`src/rtl/stripseq_pkg.sv`:
```
package stripseq_pkg;

    typedef enum logic [1:0] {
        SQ_IDLE   = 2'd0,
        SQ_ISSUE  = 2'd1,
        SQ_FINISH = 2'd2
    } sq_state_e;

    // Length of the leading chunk: the remainder, or a full chunk when the
    // remainder is zero (an empty leading chunk is never issued).
    function automatic int unsigned head_len(int unsigned total, int unsigned mvl);
        int unsigned rem;
        rem = total % mvl;
        return (rem == 0) ? mvl : rem;
    endfunction

endpackage

```
`src/rtl/stripseq_split.sv`:
```
module stripseq_split
    import stripseq_pkg::*;
#(
    parameter int MAX_VL = 64,
    parameter int LEN_W  = 16,
    localparam int VL_W  = $clog2(MAX_VL + 1)
) (
    input  logic [LEN_W-1:0] total,
    output logic [VL_W-1:0]  first_len,
    output logic             is_zero
);
    always_comb begin
        first_len = VL_W'(head_len(32'(total), 32'(MAX_VL)));
        is_zero   = (total == '0);
    end
endmodule

```
`src/rtl/stripseq_cursor.sv`:
```
module stripseq_cursor #(
    parameter int MAX_VL = 64,
    parameter int LEN_W  = 16,
    localparam int VL_W  = $clog2(MAX_VL + 1)
) (
    input  logic             clk,
    input  logic             rst,
    input  logic             load,
    input  logic             step,
    input  logic [LEN_W-1:0] load_total,
    input  logic [VL_W-1:0]  load_len,
    output logic [LEN_W-1:0] low,
    output logic [VL_W-1:0]  len,
    output logic             is_last
);
    localparam logic [VL_W-1:0] FULL = VL_W'(MAX_VL);

    logic [LEN_W-1:0] left_q;

    always_ff @(posedge clk) begin
        if (rst) begin
            low    <= '0;
            len    <= '0;
            left_q <= '0;
        end else if (load) begin
            low    <= LEN_W'(1);
            len    <= load_len;
            left_q <= load_total;
        end else if (step) begin
            low    <= low + LEN_W'(len);
            left_q <= left_q - LEN_W'(len);
            len    <= FULL;
        end
    end

    assign is_last = (left_q == LEN_W'(len));
endmodule

```
`src/rtl/stripseq_ctrl.sv`:
```
module stripseq_ctrl
    import stripseq_pkg::*;
(
    input  logic clk,
    input  logic rst,
    input  logic start,
    input  logic total_zero,
    input  logic ready,
    input  logic is_last,
    output logic load,
    output logic step,
    output logic valid,
    output logic done
);
    sq_state_e state_q, state_d;

    always_comb begin
        state_d = state_q;
        load    = 1'b0;
        step    = 1'b0;
        unique case (state_q)
            SQ_IDLE: begin
                if (start) begin
                    if (total_zero) begin
                        state_d = SQ_FINISH;
                    end else begin
                        load    = 1'b1;
                        state_d = SQ_ISSUE;
                    end
                end
            end
            SQ_ISSUE: begin
                if (ready) begin
                    if (is_last) state_d = SQ_FINISH;
                    else         step    = 1'b1;
                end
            end
            SQ_FINISH: state_d = SQ_IDLE;
            default:   state_d = SQ_IDLE;
        endcase
    end

    always_ff @(posedge clk) begin
        if (rst) state_q <= SQ_IDLE;
        else     state_q <= state_d;
    end

    assign valid = (state_q == SQ_ISSUE);
    assign done  = (state_q == SQ_FINISH);
endmodule

```
`src/rtl/strip_mine_seq.sv`:
```
module strip_mine_seq #(
    parameter int MAX_VL = 64,
    parameter int LEN_W  = 16,
    localparam int VL_W  = $clog2(MAX_VL + 1)
) (
    input  logic             clk,
    input  logic             rst,
    input  logic             start,
    input  logic [LEN_W-1:0] total_len,
    output logic             chunk_valid,
    input  logic             chunk_ready,
    output logic [LEN_W-1:0] chunk_low,
    output logic [VL_W-1:0]  chunk_len,
    output logic             done
);
    logic [VL_W-1:0] head;
    logic            zero_total;
    logic            do_load;
    logic            do_step;
    logic            last_chunk;

    stripseq_split #(.MAX_VL(MAX_VL), .LEN_W(LEN_W)) u_split (
        .total     (total_len),
        .first_len (head),
        .is_zero   (zero_total)
    );

    stripseq_cursor #(.MAX_VL(MAX_VL), .LEN_W(LEN_W)) u_cursor (
        .clk        (clk),
        .rst        (rst),
        .load       (do_load),
        .step       (do_step),
        .load_total (total_len),
        .load_len   (head),
        .low        (chunk_low),
        .len        (chunk_len),
        .is_last    (last_chunk)
    );

    stripseq_ctrl u_ctrl (
        .clk        (clk),
        .rst        (rst),
        .start      (start),
        .total_zero (zero_total),
        .ready      (chunk_ready),
        .is_last    (last_chunk),
        .load       (do_load),
        .step       (do_step),
        .valid      (chunk_valid),
        .done       (done)
    );
endmodule

```
`config.mk`:
```
export PLATFORM = sky130hd
export DESIGN_NAME = strip_mine_seq
export DESIGN_NICKNAME = d
export VERILOG_FILES = /design/src/rtl/stripseq_pkg.sv /design/src/rtl/stripseq_split.sv /design/src/rtl/stripseq_cursor.sv /design/src/rtl/stripseq_ctrl.sv /design/src/rtl/strip_mine_seq.sv
export SDC_FILE = /design/constraint.sdc
export NUM_CORES = 1
export LEC_CHECK = 0
export ABC_AREA = 1
export BUFFER_PORTS_ARGS = -buffer_cell sky130_fd_sc_hd__clkbuf_2
export CAP_MARGIN = 20
export CORE_ASPECT_RATIO = 0.6
export CORE_MARGIN = 2
export CORE_UTILIZATION = 55
export DETAILED_ROUTE_END_ITERATION = 8
export GPL_TIMING_DRIVEN = 0
export PLACE_DENSITY = 0.77
export SYNTH_ARGS = -nofsm -noshare
export SYNTH_HDL_FRONTEND = slang
export SYNTH_HIERARCHICAL = 1
export SYNTH_SLANG_ARGS = --single-unit
```
`constraint.sdc`:
```
create_clock -name clk -period 4.29 [get_ports clk]
set_input_delay 0.2145 -clock clk [delete_from_list [all_inputs] [get_ports clk]]
set_output_delay 0.2145 -clock clk [all_outputs]
set_load 0.1 [all_outputs]
```
==> summary.txt, run 1 <==
Data arrival time of the worst path: 3.37 ns
Layout area overhead: 15.17%
Relative max-transition margin: 0.3169
Share of the synthesized area in the top cell type: 0.2944
Mapped Cells: 433
Clk network pwr share: 0.279
Synthesized area per cell: 6.438 um2
Setup bufs post-CTS: 0
Drt pass-1 iters: 6
RR Startpoint: u_cursor/len[4]
Num Clock Sinks: 41
Final setup margin: 1.152 ns
Final hold violation count: 0
Crit path required time: 4.52 ns
Asr flop ratio synth: 0
# port buffers: 44
GP Congestion: 0.9558
Reg-to-reg endpoint: u_cursor/left_q[2]
Setup Viol. Count Final: 0
Clock slew at reported path FFs: 0.08 ns
Reg2Reg Setup Slack: 1.15 ns
CP Capture Type: flop
Worst reg2reg path depth: 13
Switching Share: 0.3975
Ant. Diodes: 0
Row cnt: 20
Top-count cell post-synth: nand2_1
Worst Path Class, Setup: flop to flop
CTS root buffer: clkbuf_8
Largest cells by area after synthesis: dfxtp_1, nand2_1, inv_1, nor2_1, ha_1
Ys flop type: dfxtp_1
Detailed Route WL: 7.589 mm
Drt wl/cell: 13.77 um
Layout cells sized above 1: 0.1588
PostCTS Resize Cnt: 0
Fin Clk Skew: 0.005253 ns
Worst setup path start: u_cursor/len[4]
Flop pwr share: 0.358
TritonCTS clock tree: built
Int Pwr: 0.7243 mW
Synth unique cells: 34
Chip height: 59.15 um
Drt initial violations: 322
Nets: 520
#FFs+latches synth: 41
Min cycle time layout: 3.138 ns
ANT nets after route: 0
DIE WIDTH: 95.91 um
Startpoint types: flop
Area of the multi-input gates: 1609 um2
GR Util All Layers: 0.2830
Post-synthesis sequential area ratio: 0.2944
Final global-route overflow total: 0
Total negative slack: 0 ns
Initial antenna violation count: 0
Slew Viols, Final: 0
I/O Pins: 45
Initial core utilization: 0.5598
Worst slack, placed: 1.270 ns
Number of global-route vias before repair: 2558
Critical Path End: u_cursor/left_q[2]
Peak fanout along the critical path: 8
NetSw: 0.4778 mW
Synth cell count leaders: nand2_1, inv_1, nor2_1
CTS Hold Buffers Added: 0
CTS Buf Count: 5
Total power: 1.202 mW
Lkg Pwr: 1.668 nW
Skew-Pair Late Insertion Delay: 0.30 ns
Max VDD drop: 0.1848 mV
Area of the die: 5673 um2
RSZ-0062 raised after global routing: false
Status: finished, final reports clean
Hold/Removal Path Class: input port to flop
Maximum number of pins on one net before global-route repair: 14
Fin crit share: 0.7314
CTS Buffer Depth: 2
Drt drc: 0
Post-DP HPWL: 5.881 mm
Worst-Margin Slew: 1.022 ns
Synth warnings: 6
First-pass GRT wire length: 12.06 mm
Post-synth EDFFs: 0
Synth Cell Area: 2788 um2
Power Density: 374.4 nW/um2
Comb power frac: 0.364
Via count: 2994
Htree depth: 2
Area leader, netlist: dfxtp_1
Max Clock Freq: 318.7 MHz
FF+latch area: 820.8 um2
Synthesized net count: 469
Vias/cell: 5.434
Core box area: 4980 um2
Max-capacitance violation count: 0
FILL cells: 466
power by group through the flow:
| stage | sequential (mW) | clock (mW) | combinational (mW) |
|---|---|---|---|
| 4_1_cts | 0.429 | 0.339 | 0.427 |
| 2_1_floorplan | 0.495 | 0 | 0.274 |
| 6_report | 0.430 | 0.335 | 0.437 |
| 5_1_grt | 0.433 | 0.360 | 0.481 |
| 3_5_place_dp | 0.438 | 0 | 0.424 |
| 3_3_place_gp | 0.437 | 0 | 0.415 |
worst min path at each step:
stage,start,end,slack [ns],depth (start not counted)
after floorplan,rst,u_ctrl/state_q[0],0.28,1
after global placement,u_cursor/left_q[2],u_cursor/left_q[2],0.48,2
after detailed placement,u_cursor/left_q[4],u_cursor/left_q[4],0.49,2
after CTS,rst,u_ctrl/state_q[0],0.19,2
after global routing,rst,u_ctrl/state_q[0],0.20,2
final,rst,u_ctrl/state_q[0],0.20,2
cells by family (layout without fill, tap and decap cells):
group,Yosys count,after routing,synth area share
DFF,41,41,0.2944
and+or+nand+nor,208,208,0.3344
buffers and inverters,93,145,0.1284
AOI/OAI and AO/OA,67,67,0.1405
adders and majority gates,16,16,0.07720
xor gates and xnor gates,8,8,0.02514
flip-flops by register name (all words and copies together) (netlist names):
register / flops
u_ctrl/state_q: 2
u_cursor/left_q: 16
u_cursor/len: 7
u_cursor/low: 16
final cells by class:
cell class,count,share of cell area
multi-input combinational,299,0.5012
clock inverter,2,0.01169
clock buffer,6,0.02572
inverter,78,0.09119
buffer,15,0.02026
sequential,41,0.2557
timing repair buffer,44,0.06859
tap,66,0.02572
metrics by stage:
step           area (um2)  hold slack, ns  instances  utilization
2_1_floorplan        2788          0.2836        433            -
3_3_place_gp         3090          0.4788        543       0.6206
3_5_place_dp         3090          0.4934        543       0.6206
4_1_cts              3211          0.1929        551       0.6447
5_1_grt              3211          0.2031        551       0.6447
6_report             3211          0.1969        551       0.6447
routing by layer:
layer  GRT usage  routed length [um]  up-vias
li1            -                   -     1479
met1      0.4427                3681     1332
met2      0.3716                2929      174
met3     0.07506                 911        9
met4     0.08571                  67        0
met5           0                   0        -
critical path: stages, from the launching register on:
cell     delay, ns
dfxtp_1       0.42
inv_1         0.07
ha_1          0.35
nand2_1       0.15
nor2_1        0.08
nand4_1       0.07
nor2_1        0.09
nor3b_1       0.85
inv_2         0.28
nor2_4        0.20
inv_1         0.15
a21oi_1       0.13
o21ai_0       0.09
a31oi_1       0.14
layout by cell type (no fill, tap or decap), drive strengths merged, types with 3 or more instances in the layout:
master and n:
a22oi 12, nor3 4, nand3 36, nand2 103, nor2 51, o21ai 15, buf 5, ha 14
dfxtp 41, nor3b 3, nand4 7, inv 78, a21oi 32, o21bai 3, xor2 6, clkbuf 60
(Power assumes the default switching activity.)
==> inputs of run 2 (changes only) <==
--- a/config.mk
+++ b/config.mk
@@ -10,10 +10,10 @@
 export CAP_MARGIN = 20
 export CORE_ASPECT_RATIO = 0.6
 export CORE_MARGIN = 2
-export CORE_UTILIZATION = 55
+export CORE_UTILIZATION = 51
 export DETAILED_ROUTE_END_ITERATION = 8
 export GPL_TIMING_DRIVEN = 0
-export PLACE_DENSITY = 0.77
+export PLACE_DENSITY = 0.75
 export SYNTH_ARGS = -nofsm -noshare
 export SYNTH_HDL_FRONTEND = slang
 export SYNTH_HIERARCHICAL = 1
==> constraint.sdc (replaced) <==
create_clock -name clk -period 2.7 [get_ports clk]
set_input_delay 0.135 -clock clk [delete_from_list [all_inputs] [get_ports clk]]
set_output_delay 0.135 -clock clk [all_outputs]
set_load 0.1 [all_outputs]
==> summary.txt, run 2 (synthesized netlist as in run 1, its figures left out) <==
First-pass GRT wire length: 12.20 mm (was 12.06 mm)
Area of the die: 6093 um2 (was 5673 um2)
Min cycle time layout: 2.462 ns (was 3.138 ns)
Fin Clk Skew: 0.004761 ns (was 0.005253 ns)
Data arrival time of the worst path: 2.69 ns (was 3.37 ns)
Ant. Diodes: 0 (unchanged)
Peak fanout along the critical path: 8 (unchanged)
Worst hold start: rst (unchanged)
Final global-route overflow total: 0 (unchanged)
TritonCTS clock tree: built (unchanged)
Power Density: 592.4 nW/um2 (was 374.4 nW/um2)
Fin crit share: 0.9119 (was 0.7314)
ANT nets after route: 0 (unchanged)
Slew Viols, Final: 0 (unchanged)
CTS Hold Buffers Added: 0 (unchanged)
CTS root buffer: clkbuf_8 (unchanged)
Drt initial violations: 305 (was 322)
# port buffers: 44 (unchanged)
Core box area: 5155 um2 (was 4980 um2)
Detailed Route WL: 7.596 mm (was 7.589 mm)
CTS Buf Count: 5 (unchanged)
Lkg Pwr: 1.674 nW (was 1.668 nW)
Clock slew at reported path FFs: 0.09 ns (was 0.08 ns)
DIE WIDTH: 99.45 um (was 95.91 um)
Chip height: 61.27 um (was 59.15 um)
Biggest regs: u_cursor/left_q: 16 flops, u_cursor/low: 16 flops, u_cursor/len: 7 flops (unchanged)
Row cnt: 20 (unchanged)
WHS: 0.1367 ns (was 0.1969 ns)
Crit path required time: 2.92 ns (was 4.52 ns)
Post-DP HPWL: 5.905 mm (was 5.881 mm)
Reg2Reg Setup Slack: 0.24 ns (was 1.15 ns)
Max VDD drop: 0.2615 mV (was 0.1848 mV)
Worst reg2reg path depth: 13 (unchanged)
Via count: 2895 (was 2994)
Htree depth: 2 (unchanged)
I/O Pins: 45 (unchanged)
Max Clock Freq: 406.1 MHz (was 318.7 MHz)
Startpoint types: flop (unchanged)
CTS Buffer Depth: 2 (unchanged)
Int Pwr: 1.156 mW (was 0.7243 mW)
Reg-to-reg endpoint: u_cursor/left_q[2] (unchanged)
NetSw: 0.7613 mW (was 0.4778 mW)
Worst-Margin Slew: 0.5762 ns (was 1.022 ns)
Most frequent cells in the layout: nand2_1, inv_1, nor2_1 (unchanged)
Worst Path Class, Setup: flop to flop (unchanged)
Total negative slack: 0 ns (unchanged)
Num Clock Sinks: 41 (unchanged)
Most common cell after layout, fill and taps aside: nand2_1 (unchanged)
Drt pass-1 iters: 5 (was 6)
Nets: 520 (unchanged)
RR Startpoint: u_cursor/len[5] (was u_cursor/len[4])
Max-capacitance violation count: 0 (unchanged)
Switching Share: 0.3972 (was 0.3975)
Status: finished, final reports clean (unchanged)
Initial antenna violation count: 0 (unchanged)
Layout cells sized above 1: 0.1794 (was 0.1588)
Drt wl/cell: 13.79 um (was 13.77 um)
Flop pwr share: 0.357 (was 0.358)
Worst-case hold path end point: u_ctrl/state_q[0] (unchanged)
Hold/Removal Path Class: input port to flop (unchanged)
Vias/cell: 5.254 (was 5.434)
GR Util All Layers: 0.2609 (was 0.2830)
Skew-Pair Late Insertion Delay: 0.30 ns (about the same)
Setup Viol. Count Final: 0 (unchanged)
RSZ-0062 raised after global routing: false (unchanged)
Number of global-route vias before repair: 2512 (was 2558)
Final core occ: 0.6277 (was 0.6447)
Final hold violation count: 0 (unchanged)
GP Congestion: 0.9831 (was 0.9558)
Layout area overhead: 16.07% (was 15.17%)
Comb power frac: 0.365 (was 0.364)
CP Capture Type: flop (unchanged)
Setup bufs post-CTS: 0 (unchanged)
Relative max-transition margin: 0.6159 (was 0.3169)
Worst setup path start: u_cursor/len[5] (was u_cursor/len[4])
Initial core utilization: 0.5408 (was 0.5598)
Drt drc: 0 (unchanged)
Clk network pwr share: 0.277 (was 0.279)
Hold Crit Depth: 2 (unchanged)
Maximum number of pins on one net before global-route repair: 14 (unchanged)
[run 2: cell counts in the layout (fill, tap and decap cells not counted)]
Identical to the previous run, type by type.
[run 2: worst max-delay path, stage by stage (launching register included)]
cell and delay, ns:
dfxtp_2 0.37, inv_1 0.05, ha_1 0.34, nand2_1 0.13
nor2_1 0.08, nand4_1 0.08, nor2_2 0.09, nor3b_4 0.39
inv_2 0.20, nor2_4 0.16, inv_1 0.13, a21oi_1 0.13
o21ai_0 0.09, a31oi_1 0.13
[run 2: final cells by class]
cell class / instances / area, um2
repair buffers: 44 / 220.2
well taps: 66 / 82.58
plain buffers: 15 / 65.06
fillers: 484 / 1919
clock buffers: 6 / 82.58
inverters: 78 / 292.8
flip-flops and latches: 41 / 829.5
clock inverters: 2 / 37.54
multi-input cells: 299 / 1625
[run 2: worst max path at each step]
stage                               endpoint  slack [ns]
final                     u_cursor/left_q[2]        0.24
after detailed placement  u_cursor/left_q[8]       -0.27
after global placement    u_cursor/left_q[8]       -0.19
after global routing      u_cursor/left_q[8]      0.0001
after CTS                 u_cursor/left_q[8]        0.10
after floorplan             u_cursor/low[10]        0.04
[run 2: routing by layer]
metal  vias up  global-route usage  routed length (um)
li1       1482                   -                   -
met3         4             0.08627                 799
met5         -                   0                   0
met4         0             0.05871                  35
met2       133              0.3446                2744
met1      1276              0.4028                4017
[run 2: power by group through the flow]
stage,logic (mW),registers (mW),clock network [mW]
after floorplan,0.435,0.789,0
final,0.700,0.685,0.532
after global placement,0.660,0.696,0
after CTS,0.681,0.684,0.533
after global routing,0.772,0.690,0.565
after detailed placement,0.673,0.697,0
[run 2: per-stage QoR]
step	setup slack, ns	power, mW	cell area (um2)	cells
2_1_floorplan	0.03508	1.224	2796	433
3_3_place_gp	-0.1950	1.357	3099	543
3_5_place_dp	-0.2743	1.370	3099	543
4_1_cts	0.1030	1.898	3224	551
5_1_grt	0.00009659	2.027	3236	551
6_report	0.2378	1.917	3236	551
[run 2: timing repair]
item,4_1_cts,5_1_grt
hold endpoints to repair,0,0
gates resized for setup,1,3
setup endpoints to repair,33,27
pin swaps,0,1
